### src/rtl/icu_pkg.sv
package icu_pkg;
  localparam int NSRC = 8;
  localparam int NEXT = 3;
  localparam int IDXW = $clog2(NSRC);
  // source index served by each external line 0..2
  localparam int EXT_IDX [NEXT] = '{6, 5, 1};
  // sources fed from int_req
  localparam logic [NSRC-1:0] INT_SRC = 8'b1000_0101;
  typedef enum logic [1:0] {
    SEL_MASK = 2'd0,
    SEL_CTRL = 2'd1,
    SEL_FC   = 2'd2,
    SEL_NONE = 2'd3
  } reg_sel_e;
  localparam int CTRL_NEST_BIT = 4;
endpackage

### src/rtl/icu_line_cond.sv
module icu_line_cond (
  input  logic clk,
  input  logic rst_n,
  input  logic line_n,
  output logic active,
  output logic fall
);
  logic s1_q, s2_q, prev_q;

  always_ff @(posedge clk or negedge rst_n) begin
    if (!rst_n) begin
      s1_q   <= 1'b1;
      s2_q   <= 1'b1;
      prev_q <= 1'b1;
    end else begin
      s1_q   <= line_n;
      s2_q   <= s1_q;
      prev_q <= s2_q;
    end
  end

  assign active = ~s2_q;
  assign fall   = prev_q & ~s2_q;
endmodule

### src/rtl/icu_prio.sv
module icu_prio #(
  parameter int N = 8,
  localparam int W = $clog2(N)
) (
  input  logic [N-1:0] req,
  output logic         found,
  output logic [W-1:0] idx
);
  always_comb begin
    found = 1'b0;
    idx   = '0;
    for (int i = N - 1; i >= 0; i--) begin
      if (req[i]) begin
        found = 1'b1;
        idx   = W'(i);
      end
    end
  end
endmodule

### src/rtl/prio_irq_ctrl.sv
module prio_irq_ctrl
  import icu_pkg::*;
#(
  parameter int VEC_AW     = 8,
  parameter int VEC_STRIDE = 4
) (
  input  logic              clk,
  input  logic              rst_n,
  input  logic [NEXT-1:0]   ext_irq_n,
  input  logic [NSRC-1:0]   int_req,
  input  logic              reg_we,
  input  logic [1:0]        reg_sel,
  input  logic [15:0]       reg_wdata,
  input  logic              rti,
  output logic              vec_valid,
  input  logic              vec_ready,
  output logic [VEC_AW-1:0] vec_addr,
  output logic [NSRC-1:0]   pending,
  output logic [NSRC-1:0]   in_service
);
  localparam logic [VEC_AW-1:0] STRIDE_W = VEC_AW'(VEC_STRIDE);

  logic [NSRC-1:0] pend_q, mask_q, isr_q;
  logic [NEXT-1:0] sens_q;
  logic            nest_q;
  logic            offer_v;
  logic [IDXW-1:0] offer_idx;

  logic [NEXT-1:0] line_act, line_fall;

  for (genvar e = 0; e < NEXT; e++) begin : g_line
    icu_line_cond u_cond (
      .clk    (clk),
      .rst_n  (rst_n),
      .line_n (ext_irq_n[e]),
      .active (line_act[e]),
      .fall   (line_fall[e])
    );
  end

  // hardware set events and level-mode contributions
  logic [NSRC-1:0] hw_set, lvl_act;
  always_comb begin
    hw_set  = int_req & INT_SRC;
    lvl_act = '0;
    for (int e = 0; e < NEXT; e++) begin
      hw_set[EXT_IDX[e]]  = hw_set[EXT_IDX[e]] | (sens_q[e] & line_fall[e]);
      lvl_act[EXT_IDX[e]] = ~sens_q[e] & line_act[e];
    end
  end

  // register writes
  logic            fc_we;
  logic [NSRC-1:0] clr_v, frc_v;
  assign fc_we = reg_we && (reg_sel == SEL_FC);
  assign clr_v = fc_we ? reg_wdata[7:0]  : '0;
  assign frc_v = fc_we ? reg_wdata[15:8] : '0;

  // handshake and return
  logic            take;
  logic [NSRC-1:0] take_oh, rti_oh;
  assign take    = offer_v & vec_ready;
  assign take_oh = take ? (NSRC'(1) << offer_idx) : '0;

  // selection
  logic [NSRC-1:0] cand;
  logic            best_f, top_f, eligible, load;
  logic [IDXW-1:0] best_i, top_i;
  assign cand = (pend_q | lvl_act) & mask_q;

  icu_prio #(.N(NSRC)) u_pick (.req(cand),  .found(best_f), .idx(best_i));
  icu_prio #(.N(NSRC)) u_top  (.req(isr_q), .found(top_f),  .idx(top_i));

  assign eligible = best_f && (!top_f || (nest_q && (best_i < top_i)));
  assign load     = !offer_v && eligible;
  assign rti_oh   = (rti && top_f) ? (NSRC'(1) << top_i) : '0;

  always_ff @(posedge clk or negedge rst_n) begin
    if (!rst_n) begin
      pend_q    <= '0;
      mask_q    <= '0;
      isr_q     <= '0;
      sens_q    <= '0;
      nest_q    <= 1'b0;
      offer_v   <= 1'b0;
      offer_idx <= '0;
    end else begin
      pend_q <= (pend_q & ~clr_v & ~take_oh) | hw_set | frc_v;
      isr_q  <= (isr_q & ~rti_oh) | take_oh;
      if (reg_we && (reg_sel == SEL_MASK)) mask_q <= reg_wdata[NSRC-1:0];
      if (reg_we && (reg_sel == SEL_CTRL)) begin
        sens_q <= reg_wdata[NEXT-1:0];
        nest_q <= reg_wdata[CTRL_NEST_BIT];
      end
      if (take) begin
        offer_v <= 1'b0;
      end else if (load) begin
        offer_v   <= 1'b1;
        offer_idx <= best_i;
      end
    end
  end

  assign vec_valid  = offer_v;
  assign vec_addr   = VEC_AW'(offer_idx) * STRIDE_W;
  assign pending    = pend_q;
  assign in_service = isr_q;

  // offer held stable under back-pressure
  p_hold_r10: assert property (@(posedge clk) disable iff (!rst_n)
    (vec_valid && !vec_ready) |=> (vec_valid && $stable(vec_addr)));

  // accepted source enters service
  p_accept_r10: assert property (@(posedge clk) disable iff (!rst_n)
    (vec_valid && vec_ready) |=> in_service[$past(offer_idx)]);

  // without nesting a fresh offer only starts from an idle service set
  p_nonest_r7: assert property (@(posedge clk) disable iff (!rst_n)
    ($rose(vec_valid) && !$past(nest_q)) |-> ($past(in_service) == '0));

  // an offer made during service implies nesting was on
  p_nest_r8: assert property (@(posedge clk) disable iff (!rst_n)
    ($rose(vec_valid) && ($past(in_service) != '0)) |-> $past(nest_q));

  // a return removes exactly one in-service bit
  p_rti_one_r9: assert property (@(posedge clk) disable iff (!rst_n)
    (rti && !(vec_valid && vec_ready) && (in_service != '0)) |=>
      ($countones(in_service) + 1 == $countones($past(in_service))));
endmodule

### config.mk
export PLATFORM = sky130hd
export DESIGN_NAME = prio_irq_ctrl
export DESIGN_NICKNAME = d
export VERILOG_FILES = /design/src/rtl/icu_pkg.sv /design/src/rtl/icu_line_cond.sv /design/src/rtl/icu_prio.sv /design/src/rtl/prio_irq_ctrl.sv
export SDC_FILE = /design/constraint.sdc
export NUM_CORES = 1
export LEC_CHECK = 0
export ABC_CLOCK_PERIOD_IN_PS = 3700
export BUFFER_PORTS_ARGS = -buffer_cell sky130_fd_sc_hd__buf_4
export CORE_AREA = 4 4 58 81
export DETAILED_ROUTE_END_ITERATION = 6
export DIE_AREA = 0 0 62 85
export HOLD_SLACK_MARGIN = 0.03
export PLACE_DENSITY = 0.77
export SYNTH_ARGS = -nofsm -noshare
export SYNTH_HDL_FRONTEND = slang
export SYNTH_HIERARCHICAL = 1
export SYNTH_SLANG_ARGS = --single-unit
export TNS_END_PERCENT = 20
### constraint.sdc
create_clock -name clk -period 3.7 [get_ports clk]
set_clock_uncertainty 0.15 [all_clocks]
set_input_delay 0.185 -clock clk [delete_from_list [all_inputs] [get_ports clk]]
set_output_delay 0.185 -clock clk [all_outputs]
set_load 0.1 [all_outputs]
==> run metrics, run 1 <==
Vias 1605; Syn Area/Cell 10.9 um^2; RSZ-0062 raised after global routing no; Worst-Margin Slew 0.829 ns; Reg clk slew, reported paths 0.08 ns; synth top area cells dfrtp_1 (41%), dfstp_2 (12%), mux2_2 (8.6%), nand2_1 (4.8%), nor2b_1 (3.8%); die area 5270 um^2; I/O Pins 59; P_leak ~1.2 nW; f_max 350 MHz; Final Cycle Share 77.2%; number of antenna-violating nets in the routed design 0; global-route wire length before repair 7300 um; Post-CTS Setup Inserts 0; layout cell share with drive strength beyond 1 32.9%; Final HPWL DP 3210 um; CTS tree built; synthesized area 1970 um^2; worst setup path category register to register; Die Width 62 um; PD cells between 800 and 900 nW/um^2; GRT Residual Overflow 0; hold_sp rti; Worst Hold Class input port to register; ANT cells 0; outcome finished, final reports clean; max-cap viol count 0; Ys Warns 6; nets 293; peak supply drop 0.852 mV; unique cell type count in the Yosys netlist 38; Worst Setup End Kind register; Total Routing Usage GR 18.5%; cells along the critical path inv_1 -> nor2b_1 -> o21a_1 -> nor2_1 -> o21ai_0 -> a211oi_1 -> ha_1 -> nand2_1 -> o2111ai_2 -> a21oi_2 -> mux2_2; worst hold path depth 4; 1st-iter DRT viols 37; row cnt 27; die height around 85 um; First-pass DRT Iterations 4; fillers 311; PortBufs 48; post-synthesis register bit count 41; CTS max path bufs 2; Slew Limit Headroom around 44%; Worst Path Arrival 2.89 ns; vias in the first global route 1677; Synth top area share 40.6%; most common cell after layout, fill and taps aside buf_4; total CTS buffers 5; Via density 5.33; most frequent cells in the layout buf_4 (48), dfrtp_1 (32), nand2_1 (25), dlygate4sd3_1 (25), mux2_2 (15); final WL approximately 4300 um; Crit path largest cell delay 0.55 ns; placed insts 268; Synth area leader dfrtp_1; Reg2Reg Depth 11; FF-to-FF Start g_line[1].u_cond/s2_q$_DFF_PN1_; Initial Util 49.9%; H-tree depth 2; R2R setup slack between 0.8 and 0.9 ns; CTS sink cnt 41; Worst EP required 3.73 ns; Syn-to-layout area delta 35.6%; Critical Path Source Type register; final slew viol count 0; routed length per placed instance 14.3 um; final hold vios 0; Root Buffer clkbuf_8; worst skew pair latency between 0.2 and 0.3 ns; setup TNS 0 ns; Tmin final ~2.9 ns; Layout Cells excl Fill 301; post-synthesis sequential area ratio 52.6%; CP max stage cell dfstp_2; Worst Hold Endpoint in_service[4]$_DFF_PN0_; Synth Instances 181; pin count of the biggest net entering global routing 42; worst-path maximum fanout 4; Core Box Area 3950 um^2; initial antenna violation count 0; Worst R2R End offer_idx[1]$_DFFE_PN0P_; Routability Congestion 0.874; final setup violation count 0; DRC viols 0
==> cells in the mapped netlist <==
library cell and instances:
a31oi_1 1, mux2_2 15, dfstp_2 9, clkbuf_1 1
a211oi_1 2, buf_6 2, nand3_1 5, a222oi_1 1
nor4_1 2, a22o_1 1, o2111ai_2 1, o21bai_1 2
a21oi_1 3, and3b_1 2, a32o_1 2, inv_1 11
a22oi_1 4, o41ai_1 2, nand2b_1 2, and3_1 1
o21a_1 3, nand3b_1 1, nand2_1 25, a221o_1 3
conb_1 1, o21ai_0 9, and2_1 5, nor4_2 2
a21o_1 1, nor2b_1 12, nor2_1 6, o31ai_1 2
a21oi_2 1, nor3b_2 1, ha_1 2, buf_4 5
and2b_1 1, dfrtp_1 32
==> state kept, by name, indices dropped and copies added (netlist names) <==
register and flops:
g_line.u_cond/s2_q 3, offer_idx 3, in_service 8, mask_q 8
g_line.u_cond/s1_q 3, pending 8, sens_q 3, nest_q 1
vec_valid 1, g_line.u_cond/prev_q 3
==> report_power, final <==
| group | internal [W] | leakage (nW) | switching [W] |
|---|---|---|---|
| sequential | 0.000563 | 0.474 | 0.000113 |
| clock | 0.000130 | 0.0439 | 0.000151 |
| combinational | 0.000350 | 0.691 | 0.000902 |
==> worst max-delay path, delay by kind of cell (launching register included) <==
family | cells | cell delay [ns]
mux | 1 | 0.36
simple gates | 3 | 0.31
buf+inv | 1 | 0.04
fa+ha+maj | 1 | 0.30
flops | 1 | 0.55
compound gates | 5 | 1.04
==> cell type report <==
cell class              instances  area (um^2)  area share (%)
clock buffers                   5         68.8            2.57
clock inverters                 3         17.5           0.655
inverters                      11         41.3            1.54
multi-input cells             125          843            31.6
flip-flops and latches         41         1040            38.8
well taps                      43         53.8            2.01
repair buffers                 73          611            22.8
==> cells by family after synthesis <==
kind of cell               after synthesis  synth area share, %
adders and majority gates                2                 1.27
DFF                                     41                 52.6
buffers and inverters                   19                 5.33
and+or+nand+nor                         65                 17.7
muxes                                   15                 8.57
AOI/OAI and AO/OA                       38                 14.3
other                                    1                0.190
==> metrics by stage <==
stage	instance area (um^2)	worst slack (ns)	util (%)	total power, W	hold slack [ns]
floorplan	1990	0.681	-	0.00164	-0.261
global placement	2340	0.874	59.1	0.00190	0.0372
detailed placement	2340	0.846	59.1	0.00192	0.0436
CTS	2670	0.833	67.6	0.00223	0.126
global route	2670	0.568	67.6	0.00234	0.132
finish	2670	0.845	67.6	0.00221	0.136
==> routing by layer <==
metal	up-vias	global-route usage [%]	part of all wire, %
met5	-	0	0
met4	0	5.79	1.0
met3	6	4.11	4.8
met2	45	32.2	56
met1	778	21.7	38
li1	776	-	-
==> what timing repair did <==
item | in CTS | in global routing
hold buffers | 25 | 0
endpoints found under the hold margin | 56 | 0
gates resized for setup | 0 | 0
endpoints found under the setup margin | 0 | 0
==> worst max path at each step <==
stage	startpoint	end	slack, ns	depth (start not counted)
2_1_floorplan	in_service[7]$_DFF_PN0_	offer_idx[2]$_DFFE_PN0P_	0.68	8
3_3_place_gp	g_line[1].u_cond/s2_q$_DFF_PN1_	offer_idx[0]$_DFFE_PN0P_	0.87	11
4_1_cts	g_line[1].u_cond/s2_q$_DFF_PN1_	offer_idx[1]$_DFFE_PN0P_	0.83	11
3_5_place_dp	g_line[1].u_cond/s2_q$_DFF_PN1_	offer_idx[0]$_DFFE_PN0P_	0.85	11
5_1_grt	g_line[1].u_cond/s2_q$_DFF_PN1_	offer_idx[2]$_DFFE_PN0P_	0.57	11
6_report	g_line[1].u_cond/s2_q$_DFF_PN1_	offer_idx[1]$_DFFE_PN0P_	0.85	11
Note: power is estimated with default switching activity, not from simulation.
==> run 2, diff against run 1 <==
ABC_AREA = 1   (was unset)
ABC_CLOCK_PERIOD_IN_PS = 3000   (was 3700)
CORE_AREA = 4 4 59 83   (was 4 4 58 81)
DIE_AREA = 0 0 63 87   (was 0 0 62 85)
clock period = 3 ns   (was 3.7 ns; I/O delays follow)
==> run metrics, run 2 <==
final slew viol count 0; # hold bufs at CTS 24; GRT Residual Overflow 0; Via density between 4 and 5; Slew Limit Headroom 65.6%; register area roughly 1000 um^2; post-synthesis register bit count 41; Max Used Layer met4; global-route wire length before repair 7890 um; Top FF cell, synth dfrtp_1; Post-CTS Setup Inserts 0; Die Width 63 um; multi-input logic area 797 um^2; Final Instance Area 2780 um^2; final hold vios 0; PortBufs 48; Initial Util just under 50%; First-pass DRT Iterations 4; worst-path maximum fanout 4; most frequent cells in the layout nand2_1 (81), inv_1 (53), buf_4 (48), dfrtp_1 (32), dlygate4sd3_1 (24); P_leak ~1.5 nW; total CTS buffers 5; Worst Path Arrival 2.53 ns; worst setup path category register to register; CTS sink cnt 41; CP max stage cell dfstp_2; Ys Warns 6; Root Buffer clkbuf_8; met3 wire len 182 um; post-synthesis sequential area ratio 50.0%; clock power share 13.4%; Pint 0.00121 W; top post-synthesis cells by count nand2_1 (81), inv_1 (53), dfrtp_1 (32), o21ai_0 (21); Synth area leader dfrtp_1; nets 371; Worst Setup End Kind register; Worst-Margin Slew 0.516 ns; vias in the first global route 1873; max-cap viol count 0; pin count of the biggest net entering global routing 42; Placed Area 2460 um^2; PD cells 945 nW/um^2; Total Routing Usage GR a little under a fifth; Core Box Area between 4000 and 5000 um^2; Worst EP required 3.04 ns; setup TNS 0 ns; 1st-iter DRT viols 62; post_cts resized 0; peak supply drop 0.528 mV; Syn-to-layout area delta 34.2%; Switch Pwr 0.00142 W; layout cell share with drive strength beyond 1 24.1%; met2 routed WL 2550 um; WL met1 1840 um; Synth Instances around 260; Vias 1816; initial antenna violation count 0; die height 87 um; Synth top area share between 30% and 40%; routed length per placed instance 12.2 um; number of synthesized flops with an enable pin 0; DRC viols 0; outcome finished, final reports clean; Final Cycle Share between 80% and 90%; Crit path max-delay family simple AND/OR/NAND/NOR gates; RSZ-0062 raised after global routing no; Routability Congestion slightly below 0.8; CTS tree built; Critical Path Source Type register; Comb power frac between 50% and 60%; unique cell type count in the Yosys netlist 23; H-tree depth 2; synthesized area just over 2000 um^2; asr flop ratio synth 100%; most common cell after layout, fill and taps aside nand2_1; final setup violation count 0; CP Buf/Inv Count 2; die area around 5500 um^2; top-count cell post-synth nand2_1; placed insts 349; Layout Cells excl Fill between 300 and 400; row cnt 28; Crit path largest cell delay 0.55 ns; Tmin final 2.49 ns; number of antenna-violating nets in the routed design 0; Syn Area/Cell ~8.0 um^2; I/O Pins 59; fraction of power spent switching nets about 54%; total power 0.00263 W; R2R setup slack 0.51 ns; post-place setup slack 0.522 ns; setup ws final roughly 0.51 ns; final WL roughly 4700 um; ANT cells 0; Worst Hold Class input port to register; fillers 354; worst skew pair latency 0.30 ns; cells along the critical path inv_1 -> inv_1 -> nor2_1 -> o21a_1 -> or2_1 -> nor3_2 -> nor2_1 -> ha_1 -> a21oi_1 -> nand3_1 -> nand2_1 -> nand2_1 -> nand2_1 -> nand2_1; Reg power frac 30.2%; f_max 401 MHz; synth top area cells dfrtp_1 (39%), nand2_1 (15%), dfstp_2 (11%), inv_1 (9.6%), o21ai_0 (5.1%); Top cell by count, worst path nand2_1; Final HPWL DP 3510 um; Reg clk slew, reported paths approximately 0.08 ns; CTS max path bufs 2
## run 2: layout make-up
| type | instances | share of cell area, % |
|---|---|---|
| sequential | 41 | 37.3 |
| clock inverter | 3 | 0.629 |
| clock buffer | 5 | 2.47 |
| tap | 45 | 2.02 |
| multi-input combinational | 161 | 28.6 |
| timing repair buffer | 72 | 21.6 |
| inverter | 54 | 7.37 |
## run 2: power by group through the flow
stage          Sequential [W]  Clock, W  Combinational [W]
2_1_floorplan         0.00144         0           0.000496
3_3_place_gp         0.000802         0            0.00143
4_1_cts              0.000797  0.000362            0.00149
5_1_grt              0.000812  0.000383            0.00161
6_report             0.000796  0.000352            0.00148
3_5_place_dp         0.000807         0            0.00146
## run 2: metal layers
layer,GRT usage [%],vias up
met5,0,-
met4,6.63,0
met3,3.49,8
met2,35.9,41
met1,19.6,830
li1,-,937
## run 2: final timing paths
check | startpoint | endpoint | cells past startpoint
max | g_line[0].u_cond/s2_q$_DFF_PN1_ | offer_idx[1]$_DFFE_PN0P_ | 14
min | reg_wdata[6] | mask_q[6]$_DFFE_PN0P_ | 3
max reg2reg | g_line[0].u_cond/s2_q$_DFF_PN1_ | offer_idx[1]$_DFFE_PN0P_ | 14
min reg2reg | g_line[1].u_cond/s1_q$_DFF_PN1_ | g_line[1].u_cond/s2_q$_DFF_PN1_ | 0
max in group asynchronous | rst_n | g_line[1].u_cond/s1_q$_DFF_PN1_ | 2
min in group asynchronous | rst_n | mask_q[2]$_DFFE_PN0P_ | 2
## run 2: through the flow
step	hold slack, ns	util [%]
detailed placement	0.00573	58.9
CTS	0.0398	66.7
finish	0.0382	66.7
global placement	0.00209	58.9
floorplan	-0.296	-
global route	0.0528	66.7
## run 2: kinds of logic after synthesis
logic type      share of synthesized area, %
other cells                            0.181
compound gates                          12.3
buf+inv                                 12.3
flops                                   50.0
fa+ha+maj                               1.21
simple gates                            24.0
## run 2: worst reg2reg max path: stages (launching register included)
cell and delay, ns:
dfstp_2 0.55, inv_1 0.04, inv_1 0.05, nor2_1 0.03, o21a_1 0.17, or2_1 0.23
nor3_2 0.18, nor2_1 0.09, ha_1 0.32, a21oi_1 0.14, nand3_1 0.09, nand2_1 0.11
nand2_1 0.11, nand2_1 0.08, nand2_1 0.05
==> run 3, diff against run 2 <==
ABC_AREA = 0   (was 1)
ABC_CLOCK_PERIOD_IN_PS = 2100   (was 3000)
CORE_AREA = 4 4 61 85   (was 4 4 59 83)
DIE_AREA = 0 0 65 89   (was 0 0 63 87)
PLACE_DENSITY = 0.73   (was 0.77)
clock period = 2.1 ns   (was 3 ns; I/O delays follow)
==> run metrics, run 3 (synthesis gave the netlist of run 1 again) <==
H-tree depth 2; DRC viols 0; 1st-iter DRT viols just under 60; ANT cells 0; Syn-to-layout area delta 58.6%; cells along the critical path inv_1 -> nor2b_1 -> o21a_1 -> buf_6 -> nor4_4 -> nor2b_4 -> ha_4 -> nand2_2 -> o2111ai_2 -> a21oi_4 -> mux2_4; Root Buffer clkbuf_8; worst-path maximum fanout 4; max-cap viol count 0; outcome finished with violations; Core Box Area 4460 um^2; worst setup path category register to register; most frequent cells in the layout buf_4 (82), dlygate4sd3_1 (27), nand2_1 (23), dfrtp_1 (16), mux2_2 (12); worst skew pair latency 0.29 ns; Critical Path Source Type register; PD cells 1470 nW/um^2; CP max stage cell dfstp_2; failing checks setup timing; layout cell share with drive strength beyond 1 roughly 50%; CTS sink cnt slightly above 40; Slew Limit Headroom 56.9%; final slew viol count 0; Worst-Margin Slew 0.646 ns; GRT Residual Overflow 0; Vias 1783; global-route wire length before repair 8670 um; Reg clk slew, reported paths roughly 0.08 ns; clock power share 12.1%; Reg power frac 26.0%; PortBufs 48; Initial Util 44.2%; Worst Setup End Kind register; Comb power frac 61.9%; total power approximately 0.0046 W; Crit path largest cell delay ~0.53 ns; Worst Hold Class input port to register; die height about 89 um; Switch Pwr 0.00226 W; total CTS buffers 5; CTS max path bufs 2; I/O Pins 59; peak supply drop 0.648 mV; row cnt 29; final setup violation count 4; Total Routing Usage GR ~20%; First-pass DRT Iterations 4; CP Buf/Inv Count 2; RSZ-0062 raised after global routing yes; Final Instance Area 3130 um^2; Via density 4.99; f_max 379 MHz; Worst EP required 2.13 ns; Final Cycle Share 126%; Die Width 65 um; Worst Path Arrival approximately 2.7 ns; vias in the first global route approximately 1900; fraction of power spent switching nets around half; P_leak 1.41 nW; setup ws final -0.536 ns; die area slightly below 6000 um^2; setup TNS -2.10 ns; Tmin final 2.64 ns; Placed Area between 2000 and 3000 um^2; final WL about 5200 um; number of antenna-violating nets in the routed design 0; initial antenna violation count 0; Pint 0.00235 W; Routability Congestion 0.845; Final HPWL DP 3660 um; Crit path max-delay family compound AO/OA/AOI/OAI gates; pin count of the biggest net entering global routing 42; CTS tree built; nets 330; most common cell after layout, fill and taps aside buf_4; routed length per placed instance ~15 um; final hold vios 0
[run 3: cell type report]
| class | count | area [um^2] |
|---|---|---|
| Fill cell | 338 | 1340 |
| Tap cell | 62 | 77.6 |
| Sequential cell | 41 | 1080 |
| Clock buffer | 7 | 96.3 |
| Timing Repair Buffer | 110 | 897 |
| Multi-Input combinational cell | 125 | 931 |
| Clock inverter | 1 | 5.00 |
| Inverter | 11 | 41.3 |
[run 3: power by group through the flow]
stage | Sequential, W | Combinational [W] | Clock [W]
final | 0.00120 | 0.00285 | 0.000558
after global routing | 0.00122 | 0.00301 | 0.000600
after CTS | 0.00119 | 0.00278 | 0.000569
after detailed placement | 0.00121 | 0.00261 | 0
after global placement | 0.00120 | 0.00257 | 0
after floorplan | 0.00224 | 0.000743 | 0
[run 3: final timing paths]
kind                                            startpoint                              end  slack, ns  depth (start not counted)
max in group asynchronous                            rst_n             pending[3]$_DFF_PN0_       1.21                          2
setup / recovery           g_line[1].u_cond/s2_q$_DFF_PN1_         offer_idx[2]$_DFFE_PN0P_      -0.54                         11
min in group asynchronous                            rst_n          in_service[2]$_DFF_PN0_       0.20                          2
hold / removal                                         rti          in_service[0]$_DFF_PN0_       0.07                          4
setup reg to reg           g_line[1].u_cond/s2_q$_DFF_PN1_         offer_idx[2]$_DFFE_PN0P_      -0.54                         11
hold reg to reg            g_line[2].u_cond/s1_q$_DFF_PN1_  g_line[2].u_cond/s2_q$_DFF_PN1_       0.21                          0
[run 3: stage by stage]
| step | instances | util [%] | setup WS, ns | hold WS, ns |
|---|---|---|---|---|
| 2_1_floorplan | 185 | - | -0.453 | -0.341 |
| 3_3_place_gp | 321 | 59.9 | -0.570 | -0.0384 |
| 3_5_place_dp | 321 | 59.9 | -0.624 | -0.0350 |
| 4_1_cts | 357 | 69.4 | -0.538 | 0.0645 |
| 5_1_grt | 357 | 70.0 | -0.612 | 0.0865 |
| 6_report | 357 | 70.0 | -0.536 | 0.0694 |
[run 3: per-layer routing]
metal	vias up	global-route usage (%)	wire length (um)
met3	7	2.77	216
met2	45	37.7	2950
li1	851	-	-
met1	880	21.4	1960
met5	-	0	0
met4	0	7.12	69
[run 3: worst register-to-register path, cell delays in order (launching register included)]
cell	delay [ns]
dfstp_2	0.53
inv_1	0.03
nor2b_1	0.11
o21a_1	0.19
buf_6	0.12
nor4_4	0.31
nor2b_4	0.09
ha_4	0.23
nand2_2	0.06
o2111ai_2	0.16
a21oi_4	0.23
mux2_4	0.32
[run 3: timing repair]
action,in CTS,in global routing
hold endpoints to repair,66,0
pin swaps,6,7
setup buffers,1,0
hold buffers,27,0
endpoints found under the setup margin,4,6
resized for setup,9,7
